File: src/rtl/lmd_pkg.sv
package lmd_pkg;

    localparam int REGION_W = 2;

    typedef enum logic [REGION_W-1:0] {
        RG_NONDRAM = 2'd0,
        RG_DRAM    = 2'd1,
        RG_GFX     = 2'd2,
        RG_SEG     = 2'd3
    } region_e;

    // Graphics carve-out size in MB for its select input
    function automatic int unsigned gfx_mb(input logic sel);
        return sel ? 32'd2 : 32'd1;
    endfunction

    // Secure segment size in MB for its select input
    function automatic int unsigned seg_mb(input logic [1:0] sel);
        if (sel[1]) return 32'd8;
        return sel[0] ? 32'd2 : 32'd1;
    endfunction

endpackage

File: src/rtl/lmd_cfg_reg.sv
module lmd_cfg_reg #(
    parameter int DATA_W   = 32,
    parameter int GRAN_LSB = 20,
    parameter int TOP_RST  = 1
) (
    input  logic                         clk,
    input  logic                         rst_n,
    input  logic                         wr_en,
    input  logic [DATA_W-1:0]            wr_data,
    input  logic [DATA_W/8-1:0]          wr_strb,
    input  logic                         plat_lock,
    output logic [DATA_W-GRAN_LSB-1:0]   top_o,
    output logic                         lock_o,
    output logic [DATA_W-1:0]            rd_data
);
    localparam int TOP_W = DATA_W - GRAN_LSB;

    typedef struct packed {
        logic [TOP_W-1:0] top;
        logic             lock;
    } cfg_t;

    cfg_t cfg_d, cfg_q;
    logic wr_ok;
    logic unused_bits;

    assign unused_bits = ^{wr_data, wr_strb};

    always_comb begin
        cfg_d = cfg_q;
        wr_ok = wr_en && !cfg_q.lock && !plat_lock;
        if (wr_ok) begin
            for (int b = 0; b < TOP_W; b++) begin
                if (wr_strb[(b + GRAN_LSB) / 8]) begin
                    cfg_d.top[b] = wr_data[b + GRAN_LSB];
                end
            end
            if (wr_strb[0]) begin
                cfg_d.lock = wr_data[0];
            end
        end
    end

    always_ff @(posedge clk) begin
        if (!rst_n) begin
            cfg_q.top  <= TOP_W'(TOP_RST);
            cfg_q.lock <= 1'b0;
        end else begin
            cfg_q <= cfg_d;
        end
    end

    always_comb begin
        rd_data                     = '0;
        rd_data[DATA_W-1:GRAN_LSB]  = cfg_q.top;
        rd_data[0]                  = cfg_q.lock;
    end

    assign top_o  = cfg_q.top;
    assign lock_o = cfg_q.lock;

endmodule

File: src/rtl/lmd_base_calc.sv
module lmd_base_calc #(
    parameter int TOP_W = 12
) (
    input  logic [TOP_W-1:0] top_i,
    input  logic             gfx_en_i,
    input  logic             gfx_sel_i,
    input  logic             seg_en_i,
    input  logic [1:0]       seg_sel_i,
    output logic [TOP_W-1:0] gfx_base_o,
    output logic [TOP_W-1:0] seg_base_o,
    output logic             underflow_o
);
    import lmd_pkg::*;

    logic [TOP_W-1:0] gfx_sz, seg_sz;
    logic [TOP_W:0]   gfx_diff, seg_diff;

    always_comb begin
        gfx_sz = gfx_en_i ? TOP_W'(gfx_mb(gfx_sel_i)) : '0;
        seg_sz = seg_en_i ? TOP_W'(seg_mb(seg_sel_i)) : '0;

        gfx_diff   = {1'b0, top_i} - {1'b0, gfx_sz};
        gfx_base_o = gfx_diff[TOP_W] ? '0 : gfx_diff[TOP_W-1:0];

        seg_diff   = {1'b0, gfx_base_o} - {1'b0, seg_sz};
        seg_base_o = seg_diff[TOP_W] ? '0 : seg_diff[TOP_W-1:0];

        underflow_o = gfx_diff[TOP_W] | seg_diff[TOP_W];
    end

endmodule

File: src/rtl/lmd_classify.sv
module lmd_classify #(
    parameter int ADDR_W   = 32,
    parameter int GRAN_LSB = 20
) (
    input  logic [ADDR_W-1:0]          addr_i,
    input  logic [ADDR_W-GRAN_LSB-1:0] top_i,
    input  logic [ADDR_W-GRAN_LSB-1:0] gfx_base_i,
    input  logic [ADDR_W-GRAN_LSB-1:0] seg_base_i,
    input  logic                       gfx_en_i,
    input  logic                       seg_en_i,
    output logic [1:0]                 region_o
);
    import lmd_pkg::*;

    localparam int TOP_W = ADDR_W - GRAN_LSB;

    logic [TOP_W-1:0] hi;
    logic             unused_low;
    region_e          cls;

    assign hi         = addr_i[ADDR_W-1:GRAN_LSB];
    assign unused_low = ^addr_i[GRAN_LSB-1:0];

    always_comb begin
        if (hi >= top_i) begin
            cls = RG_NONDRAM;
        end else if (seg_en_i && hi >= seg_base_i && hi < gfx_base_i) begin
            cls = RG_SEG;
        end else if (gfx_en_i && hi >= gfx_base_i) begin
            cls = RG_GFX;
        end else begin
            cls = RG_DRAM;
        end
        region_o = cls;
    end

endmodule

File: src/rtl/lowmem_region_decoder.sv
module lowmem_region_decoder #(
    parameter int ADDR_W   = 32,
    parameter int GRAN_LSB = 20,
    parameter int TOP_RST  = 1
) (
    input  logic                       clk,
    input  logic                       rst_n,
    input  logic                       cfg_wr_en,
    input  logic [ADDR_W-1:0]          cfg_wr_data,
    input  logic [ADDR_W/8-1:0]        cfg_wr_strb,
    output logic [ADDR_W-1:0]          cfg_rd_data,
    input  logic                       plat_lock_i,
    input  logic                       gfx_en_i,
    input  logic                       gfx_sel_i,
    input  logic                       seg_en_i,
    input  logic [1:0]                 seg_sel_i,
    input  logic [ADDR_W-1:0]          addr_i,
    output logic [1:0]                 region_o,
    output logic [1:0]                 region_q,
    output logic [ADDR_W-GRAN_LSB-1:0] gfx_base_o,
    output logic [ADDR_W-GRAN_LSB-1:0] seg_base_o,
    output logic                       cfg_err_o
);
    localparam int TOP_W = ADDR_W - GRAN_LSB;

    typedef struct packed {
        logic [1:0] region;
        logic       err;
    } out_t;

    logic [TOP_W-1:0] top;
    logic             lock_bit;
    logic             underflow;
    logic [1:0]       region_c;
    logic             unused_lock;
    out_t             out_d, out_q;

    assign unused_lock = lock_bit;

    lmd_cfg_reg #(
        .DATA_W  (ADDR_W),
        .GRAN_LSB(GRAN_LSB),
        .TOP_RST (TOP_RST)
    ) u_cfg (
        .clk      (clk),
        .rst_n    (rst_n),
        .wr_en    (cfg_wr_en),
        .wr_data  (cfg_wr_data),
        .wr_strb  (cfg_wr_strb),
        .plat_lock(plat_lock_i),
        .top_o    (top),
        .lock_o   (lock_bit),
        .rd_data  (cfg_rd_data)
    );

    lmd_base_calc #(.TOP_W(TOP_W)) u_base (
        .top_i      (top),
        .gfx_en_i   (gfx_en_i),
        .gfx_sel_i  (gfx_sel_i),
        .seg_en_i   (seg_en_i),
        .seg_sel_i  (seg_sel_i),
        .gfx_base_o (gfx_base_o),
        .seg_base_o (seg_base_o),
        .underflow_o(underflow)
    );

    lmd_classify #(.ADDR_W(ADDR_W), .GRAN_LSB(GRAN_LSB)) u_cls (
        .addr_i    (addr_i),
        .top_i     (top),
        .gfx_base_i(gfx_base_o),
        .seg_base_i(seg_base_o),
        .gfx_en_i  (gfx_en_i),
        .seg_en_i  (seg_en_i),
        .region_o  (region_c)
    );

    always_comb begin
        out_d        = out_q;
        out_d.region = region_c;
        out_d.err    = out_q.err | underflow;
    end

    always_ff @(posedge clk) begin
        if (!rst_n) begin
            out_q <= '0;
        end else begin
            out_q <= out_d;
        end
    end

    assign region_o  = region_c;
    assign region_q  = out_q.region;
    assign cfg_err_o = out_q.err;

endmodule

File: config.mk
export PLATFORM = sky130hd
export DESIGN_NAME = lowmem_region_decoder
export DESIGN_NICKNAME = d
export VERILOG_FILES = /design/src/rtl/lmd_pkg.sv /design/src/rtl/lmd_cfg_reg.sv /design/src/rtl/lmd_base_calc.sv /design/src/rtl/lmd_classify.sv /design/src/rtl/lowmem_region_decoder.sv
export SDC_FILE = /design/constraint.sdc
export NUM_CORES = 1
export LEC_CHECK = 0
export BUFFER_PORTS_ARGS = -buffer_cell sky130_fd_sc_hd__buf_2
export CAP_MARGIN = 20
export CORE_ASPECT_RATIO = 1.75
export CORE_UTILIZATION = 40
export CTS_BUF_LIST = sky130_fd_sc_hd__clkbuf_2 sky130_fd_sc_hd__clkbuf_4 sky130_fd_sc_hd__clkbuf_8
export CTS_CLUSTER_DIAMETER = 40
export CTS_CLUSTER_SIZE = 8
export DETAILED_ROUTE_END_ITERATION = 6
export GPL_TIMING_DRIVEN = 0
export HOLD_SLACK_MARGIN = 0.03
export PLACE_DENSITY = 0.78
export SKIP_CTS_REPAIR_TIMING = 1
export SYNTH_ARGS = -nofsm -noshare
export SYNTH_HDL_FRONTEND = slang
export SYNTH_HIERARCHICAL = 1
export SYNTH_SLANG_ARGS = --single-unit
File: constraint.sdc
create_clock -name clk -period 10.53 [get_ports clk]
set_input_delay 0.5265 -clock clk [delete_from_list [all_inputs] [get_ports clk]]
set_output_delay 0.5265 -clock clk [all_outputs]
set_load 0.005 [all_outputs]
==> tab_implementation.tex, run 1 <==
\begin{tabular}{lr}
\hline
Metric & Value \\
\hline
\multicolumn{2}{l}{\textbf{Timing}} \\
\quad Period utilization & 61.7\% \\
\quad Maximum operating frequency & 154 MHz \\
\quad Shortest period the worst path allows & 6500 ps \\
\quad Setup repair after global routing missed its margin & false \\
\quad Count of final hold-check violations & 0 \\
\quad Final count of pins violating max slew & 0 \\
\quad Sum of negative setup slack & 0 ps \\
\quad Worst-case headroom to the max-slew limit & roughly two thirds \\
\quad Final Skew & between 2 and 3 ps \\
\quad Final setup violation count & 0 \\
\quad Worst-margin pin slew & 509 ps \\
\multicolumn{2}{l}{\textbf{Yosys}} \\
\quad Post-synthesis instance area & about 0.0027 mm² \\
\quad Yosys reg bits & 16 \\
\quad Number of synthesized flops with an enable pin & 0 \\
\quad Number of library cell types mapped by synthesis & 57 \\
\quad Post-synth top area share & 19.0\% \\
\quad Most repeated cell in the gate-level netlist after synthesis & inv\_1 \\
\quad Prevailing post-synth register cell & dfxtp\_1 \\
\quad Number of instances in the synthesized netlist & roughly 350 \\
\quad Mean instance size in the synthesized netlist & 7.65 µm² \\
\quad Number of warnings printed during yosys synthesis & 6 \\
\quad Cell types with the highest counts after synthesis & 45 x inv\_1, 41 x ha\_1, 36 x nand2\_1 \\
\quad Biggest area consumer among synthesized cells & ha\_1 \\
\quad Post-synthesis async set-or-reset flop share & 0\% \\
\quad Cell types occupying the most area after synthesis & ha\_1 19\%, dfxtp\_1 12\%, buf\_4 9.2\% \\
\quad Sequential-to-total area share from yosys stat & 11.9\% \\
\multicolumn{2}{l}{\textbf{Floorplan}} \\
\quad IO Count & 138 \\
\quad Overall die height & 111 µm \\
\quad Starting density of the core & 41.2\% \\
\quad Placeable core region & 0.00654 mm² \\
\quad Row count & 39 \\
\quad Full die area & 0.00708 mm² \\
\quad Floorplan die width & 64.0 µm \\
\multicolumn{2}{l}{\textbf{CTS}} \\
\quad Buffers from clock root to sink, at most & 2 \\
\quad Insertion delay of the later-clocked pin in the worst-skew pair & 240 ps \\
\quad Clk pin slew, worst setup/hold paths & 60 ps \\
\quad Number of buffers added by the clock tree synthesis step & 3 \\
\quad Number of levels in the clock H-tree & 1 \\
\quad CTS root buffer & clkbuf\_8 \\
\quad TritonCTS clock tree & built \\
\quad Clock tree sinks & 16 \\
\multicolumn{2}{l}{\textbf{Pwr}} \\
\quad Total power per unit cell area & around 91 mW/mm² \\
\quad Net Sw Power & 0.000124 W \\
\quad Total leakage power & 1.72 nW \\
\quad Maximum resistive drop on vdd & 75.5 µV \\
\quad Clock network power share & 14.7\% \\
\quad Int Power & 0.000176 W \\
\quad Sequential cell fraction of total power & 21.8\% \\
\quad Switching power share of the total & 41.2\% \\
\quad Relative contribution of combinational cells to total power & 63.5\% \\
\multicolumn{2}{l}{\textbf{Status}} \\
\quad Status & completed \\
\multicolumn{2}{l}{\textbf{Cells and area}} \\
\quad Total Nets Final & 573 \\
\quad Sequential cell area & 320 µm² \\
\quad Synthesis-to-layout area growth & 22.3\% \\
\quad Number of fill cells in the layout & $\sim$690 \\
\quad Utilization of the core after routing & 50.4\% \\
\quad Ratio of cells with drive above 1 in the final layout & 31.0\% \\
\quad Number of antenna cells inserted & 0 \\
\quad Multi-input gate area in the final layout & 0.00196 mm² \\
\multicolumn{2}{l}{\textbf{Setup path}} \\
\quad Type of destination of the critical path & primary output \\
\quad Arrival @ worst endpoint & slightly below 6000 ps \\
\quad Largest fanout on the critical path & 8 \\
\quad Sort of element at the start of the critical path & input pin \\
\quad Required time of the worst setup path & about 10000 ps \\
\quad Setup Crit Path Kind & in -> out \\
\multicolumn{2}{l}{\textbf{Placed design}} \\
\quad Quantity of I/O buffers inserted on ports & 78 \\
\quad Final estimated routing congestion in global placement & 0.898 \\
\quad Hpwl dp & about 6100 µm \\
\multicolumn{2}{l}{\textbf{Global route}} \\
\quad Vias in the first global route & approximately 2.7k \\
\quad Wire length of the first global-routing pass & 11500 µm \\
\quad Global-route total usage across every layer & 20.2\% \\
\quad Antenna violations before repair & 0 \\
\quad Leftover overflow at the end of global routing & 0 \\
\quad Maximum number of pins on one net before global-route repair & 11 \\
\multicolumn{2}{l}{\textbf{Route}} \\
\quad Via count & 2669 \\
\quad DR vias/cell & 5.01 \\
\quad Post-route ant nets & 0 \\
\quad Count of routing violations after the opening detailed-route iteration & 88 \\
\quad Detailed-route wire length & 6820 µm \\
\quad Wire length per cell after detailed routing & between 10 and 15 µm \\
\quad DRC violations left & 0 \\
\quad Drt pass-1 iters & 4 \\
\multicolumn{2}{l}{\textbf{Run}} \\
\quad Max\_cap viols & 0 \\
\multicolumn{2}{l}{\textbf{Min path}} \\
\quad Min-Delay Path Class & reg -> reg \\
\hline
\end{tabular}
==> logic make-up (layout without fill, tap and decap cells) <==
family	Yosys count	after routing	share of synthesized area (%)
flip-flops	16	16	11.9
AO/OA/AOI/OAI	65	65	16.1
AND/OR/NAND/NOR	117	117	25.0
XOR/XNOR	4	4	1.30
multiplexers	19	19	7.29
adder cells (fa/ha/maj)	43	43	20.5
other	1	19	0.139
buffers and inverters	87	168	17.7
==> worst paths after layout <==
check / end / slack, ps / start / cells after the start
max: region_o[1] / 4030 / gfx_en_i / 25
min: cfg_err_o$_SDFF_PN0_ / 460 / cfg_err_o$_SDFF_PN0_ / 1
max reg2reg: region_q[1]$_SDFF_PN0_ / 4810 / u_cfg/top_o[0]$_SDFFE_PN1P_ / 25
min reg2reg: cfg_err_o$_SDFF_PN0_ / 460 / cfg_err_o$_SDFF_PN0_ / 1
==> final cells by class <==
| type | instances | share of cell area (%) |
|---|---|---|
| Inverter | 45 | 5.13 |
| Clock buffer | 3 | 1.25 |
| Timing Repair Buffer | 78 | 11.8 |
| Tap cell | 82 | 3.11 |
| Buffer | 42 | 9.38 |
| Sequential cell | 16 | 9.72 |
| Multi-Input combinational cell | 267 | 59.6 |
==> power by group through the flow <==
stage          sequential, W   clock, W  combinational (W)
2_1_floorplan      0.0000669          0           0.000131
3_3_place_gp       0.0000666          0           0.000185
3_5_place_dp       0.0000667          0           0.000191
4_1_cts            0.0000654  0.0000457           0.000191
5_1_grt            0.0000657  0.0000478           0.000216
6_report           0.0000653  0.0000442           0.000191
==> flip-flops by register name, indices dropped and copies added, names as in the netlist <==
register	cells
region_q	2
cfg_err_o	1
u_cfg/top_o	12
u_cfg/lock_o	1
==> cell usage in the layout (no fill, tap or decap), types with 9 or more instances in the layout <==
master   netlist  layout
buf_4         33      33
dfxtp_1       16      16
mux2i_1       17      17
a21oi_1       21      21
o21ai_0       12      12
nor2_1        16      16
nand2_1       36      36
inv_1         45      45
nand4_1        9       9
ha_1          41      41
conb_1         1      19
buf_2          2      80
==> per-layer routing <==
metal | global-route usage, % | vias up | part of all wire, %
li1 | - | 1376 | -
met1 | 20.5 | 1179 | 36
met2 | 37.9 | 90 | 55
met3 | 1.55 | 24 | 4.2
met4 | 13.2 | 0 | 5.3
met5 | 0 | - | 0
==> critical path: stages <==
cell	delay [ps]
buf_2	120
nor2b_1	140
ha_1	190
inv_1	60
fa_1	470
nor4_4	550
nand3_1	230
nand2b_1	160
ha_1	180
inv_1	50
fa_1	410
nor2_1	150
a21oi_1	110
a211oi_1	460
and2_1	270
nand3_1	110
mux2i_1	250
inv_1	70
ha_1	280
nand2_1	60
o21ai_0	310
a22oi_1	140
a21o_1	220
a21oi_1	270
buf_2	170
==> through the flow <==
stage	setup WS (ps)	hold slack [ps]	cell area, µm²	power (W)	std cells
6_report	4030	456	3300	0.000300	533
3_5_place_dp	4110	449	3250	0.000257	530
4_1_cts	4070	464	3300	0.000302	533
2_1_floorplan	5270	451	2760	0.000198	370
5_1_grt	3610	472	3300	0.000330	533
3_3_place_gp	4160	434	3250	0.000252	530
(Power assumes the default switching activity.)
==> run 2: changes to the inputs <==
Clock period 10.53 ns to 6.3 ns, I/O delays scaled along.
==> run 2 against run 1 <==
First-iteration DRC count shrank 9.1%. Non-clock buffer count is 2 higher. Setup slack worse by 3800 ps. Clock power is 67% higher. Cell area rose by 0.61%. Combinational power rose by 68%. Sequential share of layout area decreased by 0.059 points. Clock skew is essentially flat. Critical path type is now reg -> out. Critical endpoint unchanged. Global-route usage did not move. Wire length down 0.10%. Worst hold slack worse by 150 ps.
==> tab_implementation.tex, run 2 (synthesis results as in run 1) <==
\begin{tabular}{lr}
\hline
Metric & Value \\
\hline
\multicolumn{2}{l}{\textbf{Setup path}} \\
\quad Arrival @ worst endpoint & 5720 ps (-250 ps) \\
\quad Startpoint of the most critical register-to-register path & u\_cfg/top\_o[0]\$\_SDFFE\_PN1P\_ \\
\quad Largest fanout on the critical path & 9 (+1) \\
\quad Critical path cell sequence & buf\_4 -> inv\_1 -> ha\_1 -> inv\_1 -> fa\_1 -> or4\_1 -> buf\_6 -> nor3\_1 -> nor2\_1 -> ha\_1 -> nor2\_1 -> a21oi\_1 -> a211oi\_2 -> and2\_1 -> nand3\_1 -> mux2i\_1 -> inv\_1 -> ha\_1 -> nand2\_1 -> o21ai\_0 -> a22oi\_1 -> a21o\_1 -> a21oi\_1 -> buf\_2 \\
\quad Setup slack of the worst register-to-register path & 780 ps (-4030 ps) \\
\quad Longest individual stage delay on the worst path & 570 ps (+20 ps) \\
\quad Max stage delay cell, worst path & or4\_1 \\
\quad Required time of the worst setup path & 5980 ps (-4020 ps) \\
\quad Setup Crit Path Kind & reg -> out \\
\quad Worst reg-to-reg path cell count & 24 (-4.0\%) \\
\quad First element of the critical path & u\_cfg/top\_o[0]\$\_SDFFE\_PN1P\_ \\
\quad Endpoint of the worst register-to-register path & region\_q[1]\$\_SDFF\_PN0\_ \\
\quad Sort of element at the start of the critical path & flip-flop \\
\quad Type of destination of the critical path & primary output \\
\multicolumn{2}{l}{\textbf{Global route}} \\
\quad Wire length of the first global-routing pass & 11500 µm (unchanged) \\
\quad Antenna violations before repair & 0 (unchanged) \\
\quad Vias in the first global route & 2650 (unchanged) \\
\quad Maximum number of pins on one net before global-route repair & 11 (unchanged) \\
\quad Global-route total usage across every layer & 20.2\% (unchanged) \\
\quad Leftover overflow at the end of global routing & 0 (unchanged) \\
\multicolumn{2}{l}{\textbf{Floorplan}} \\
\quad Starting density of the core & 41.2\% (unchanged) \\
\quad Row count & 39 (unchanged) \\
\quad IO Count & 138 (unchanged) \\
\quad Floorplan die width & 64.0 µm (unchanged) \\
\quad Overall die height & 111 µm (unchanged) \\
\quad Full die area & 0.00708 mm² (unchanged) \\
\quad Placeable core region & 0.00654 mm² (unchanged) \\
\multicolumn{2}{l}{\textbf{Timing}} \\
\quad Period utilization & 95.8\% \\
\quad Shortest period the worst path allows & 6040 ps \\
\quad Final Skew & 2.74 ps (+0.0989 ps) \\
\quad Setup repair after global routing missed its margin & false \\
\quad Worst-case headroom to the max-slew limit & 67.0\% (+1.1 points) \\
\quad Sum of negative setup slack & 0 ps (unchanged) \\
\quad Count of final hold-check violations & 0 (unchanged) \\
\quad Final setup violation count & 0 (unchanged) \\
\quad Maximum operating frequency & 166 MHz \\
\quad Worst-margin pin slew & 491 ps (-17.9 ps) \\
\quad Final count of pins violating max slew & 0 (unchanged) \\
\multicolumn{2}{l}{\textbf{Route}} \\
\quad Post-route ant nets & 0 (unchanged) \\
\quad Drt pass-1 iters & 4 (unchanged) \\
\quad DRC violations left & 0 (unchanged) \\
\quad Via count & 2657 (-0.45\%) \\
\quad Count of routing violations after the opening detailed-route iteration & 80 (-9.1\%) \\
\quad DR vias/cell & 4.97 (-0.82\%) \\
\quad Wire length per cell after detailed routing & 12.7 µm (-0.48\%) \\
\quad Detailed-route wire length & 6820 µm (-0.10\%) \\
\multicolumn{2}{l}{\textbf{CTS}} \\
\quad CTS root buffer & clkbuf\_8 \\
\quad Clk pin slew, worst setup/hold paths & 60 ps (about the same) \\
\quad Number of buffers added by the clock tree synthesis step & 3 (unchanged) \\
\quad TritonCTS clock tree & built \\
\quad Number of levels in the clock H-tree & 1 (unchanged) \\
\quad Insertion delay of the later-clocked pin in the worst-skew pair & 240 ps (about the same) \\
\quad Clock tree sinks & 16 (unchanged) \\
\quad Buffers from clock root to sink, at most & 2 (unchanged) \\
\multicolumn{2}{l}{\textbf{Min path}} \\
\quad Count of cells along the worst hold path & 2 (+1) \\
\quad Hold-critical path endpoint & cfg\_err\_o\$\_SDFF\_PN0\_ \\
\quad Min-Delay Path Class & in -> reg \\
\quad Hold path start & rst\_n \\
\multicolumn{2}{l}{\textbf{Cells and area}} \\
\quad Commonest cells after routing, fill and taps aside & 80 x buf\_2, 45 x inv\_1, 41 x ha\_1, 36 x nand2\_1, 35 x buf\_4 \\
\quad Sequential cell area & 320 µm² (unchanged) \\
\quad Max reg flops & 12 (unchanged) \\
\quad Ratio of cells with drive above 1 in the final layout & 31.6\% (+0.53 points) \\
\quad Total Nets Final & 575 (+0.35\%) \\
\quad Utilization of the core after routing & 50.7\% (+0.31 points) \\
\quad Number of fill cells in the layout & 691 (-0.14\%) \\
\quad Synthesis-to-layout area growth & 23.1\% \\
\quad Most common library cell in the layout ignoring fill and taps & buf\_2 \\
\quad Number of antenna cells inserted & 0 (unchanged) \\
\quad Multi-input gate area in the final layout & 0.00197 mm² (+0.26\%) \\
\multicolumn{2}{l}{\textbf{Pwr}} \\
\quad Total power per unit cell area & 152 mW/mm² (+67\%) \\
\quad Total leakage power & 1.73 nW (+0.76\%) \\
\quad Total power of the final layout & 0.000503 W (+68\%) \\
\quad Maximum resistive drop on vdd & 126 µV (+67\%) \\
\multicolumn{2}{l}{\textbf{Status}} \\
\quad Status & completed \\
\multicolumn{2}{l}{\textbf{Placed design}} \\
\quad Final estimated routing congestion in global placement & 0.898 (unchanged) \\
\quad Hpwl dp & 6070 µm (unchanged) \\
\quad Quantity of I/O buffers inserted on ports & 78 (unchanged) \\
\multicolumn{2}{l}{\textbf{Run}} \\
\quad Max\_cap viols & 0 (unchanged) \\
\hline
\end{tabular}
run 2: layout make-up:
class / instances / area share (%)
inverters: 45 / 5.09
well taps: 82 / 3.09
repair buffers: 80 / 12.2
multi-input cells: 267 / 59.4
clock buffers: 3 / 1.25
flip-flops and latches: 16 / 9.66
plain buffers: 42 / 9.32
run 2: where the power goes:
| part | internal (W) | switching, W |
|---|---|---|
| Clock | 0.0000423 | 0.0000315 |
| Combinational | 0.000148 | 0.000173 |
| Sequential | 0.000106 | 0.00000281 |
run 2: critical path, delay by kind of cell (launching register included):
kind                     cells  cell delay [ps]
adder cells (fa/ha/maj)      4             1290
flip-flops                   1              320
AO/OA/AOI/OAI                6             1330
multiplexers                 1              250
AND/OR/NAND/NOR              7             1630
buffers and inverters        6              650
run 2: how the worst max path moves through the flow:
stage                        to  slack, ps  cells past startpoint
global placement    region_o[1]        360                     25
finish              region_o[1]        260                     24
CTS                 region_o[1]        100                     25
detailed placement  region_o[1]        300                     25
global route        region_o[1]          4                     24
floorplan           region_o[0]       1410                     24
run 2: through the flow:
stage / worst slack, ps / hold WS (ps) / instances / instance area [µm²]
2_1_floorplan: 1410 / 433 / 370 / 2760
3_3_place_gp: 355 / 434 / 530 / 3250
3_5_place_dp: 300 / 449 / 530 / 3250
4_1_cts: 96.8 / 304 / 533 / 3300
5_1_grt: 3.99 / 319 / 535 / 3320
6_report: 263 / 306 / 535 / 3320
run 2: layer usage:
metal,global-route usage (%),part of all wire (%),vias to the layer above
met3,1.55,4.1,24
met2,37.9,55,88
li1,-,-,1379
met5,0,0,-
met1,20.5,36,1166
met4,13.2,5.4,0
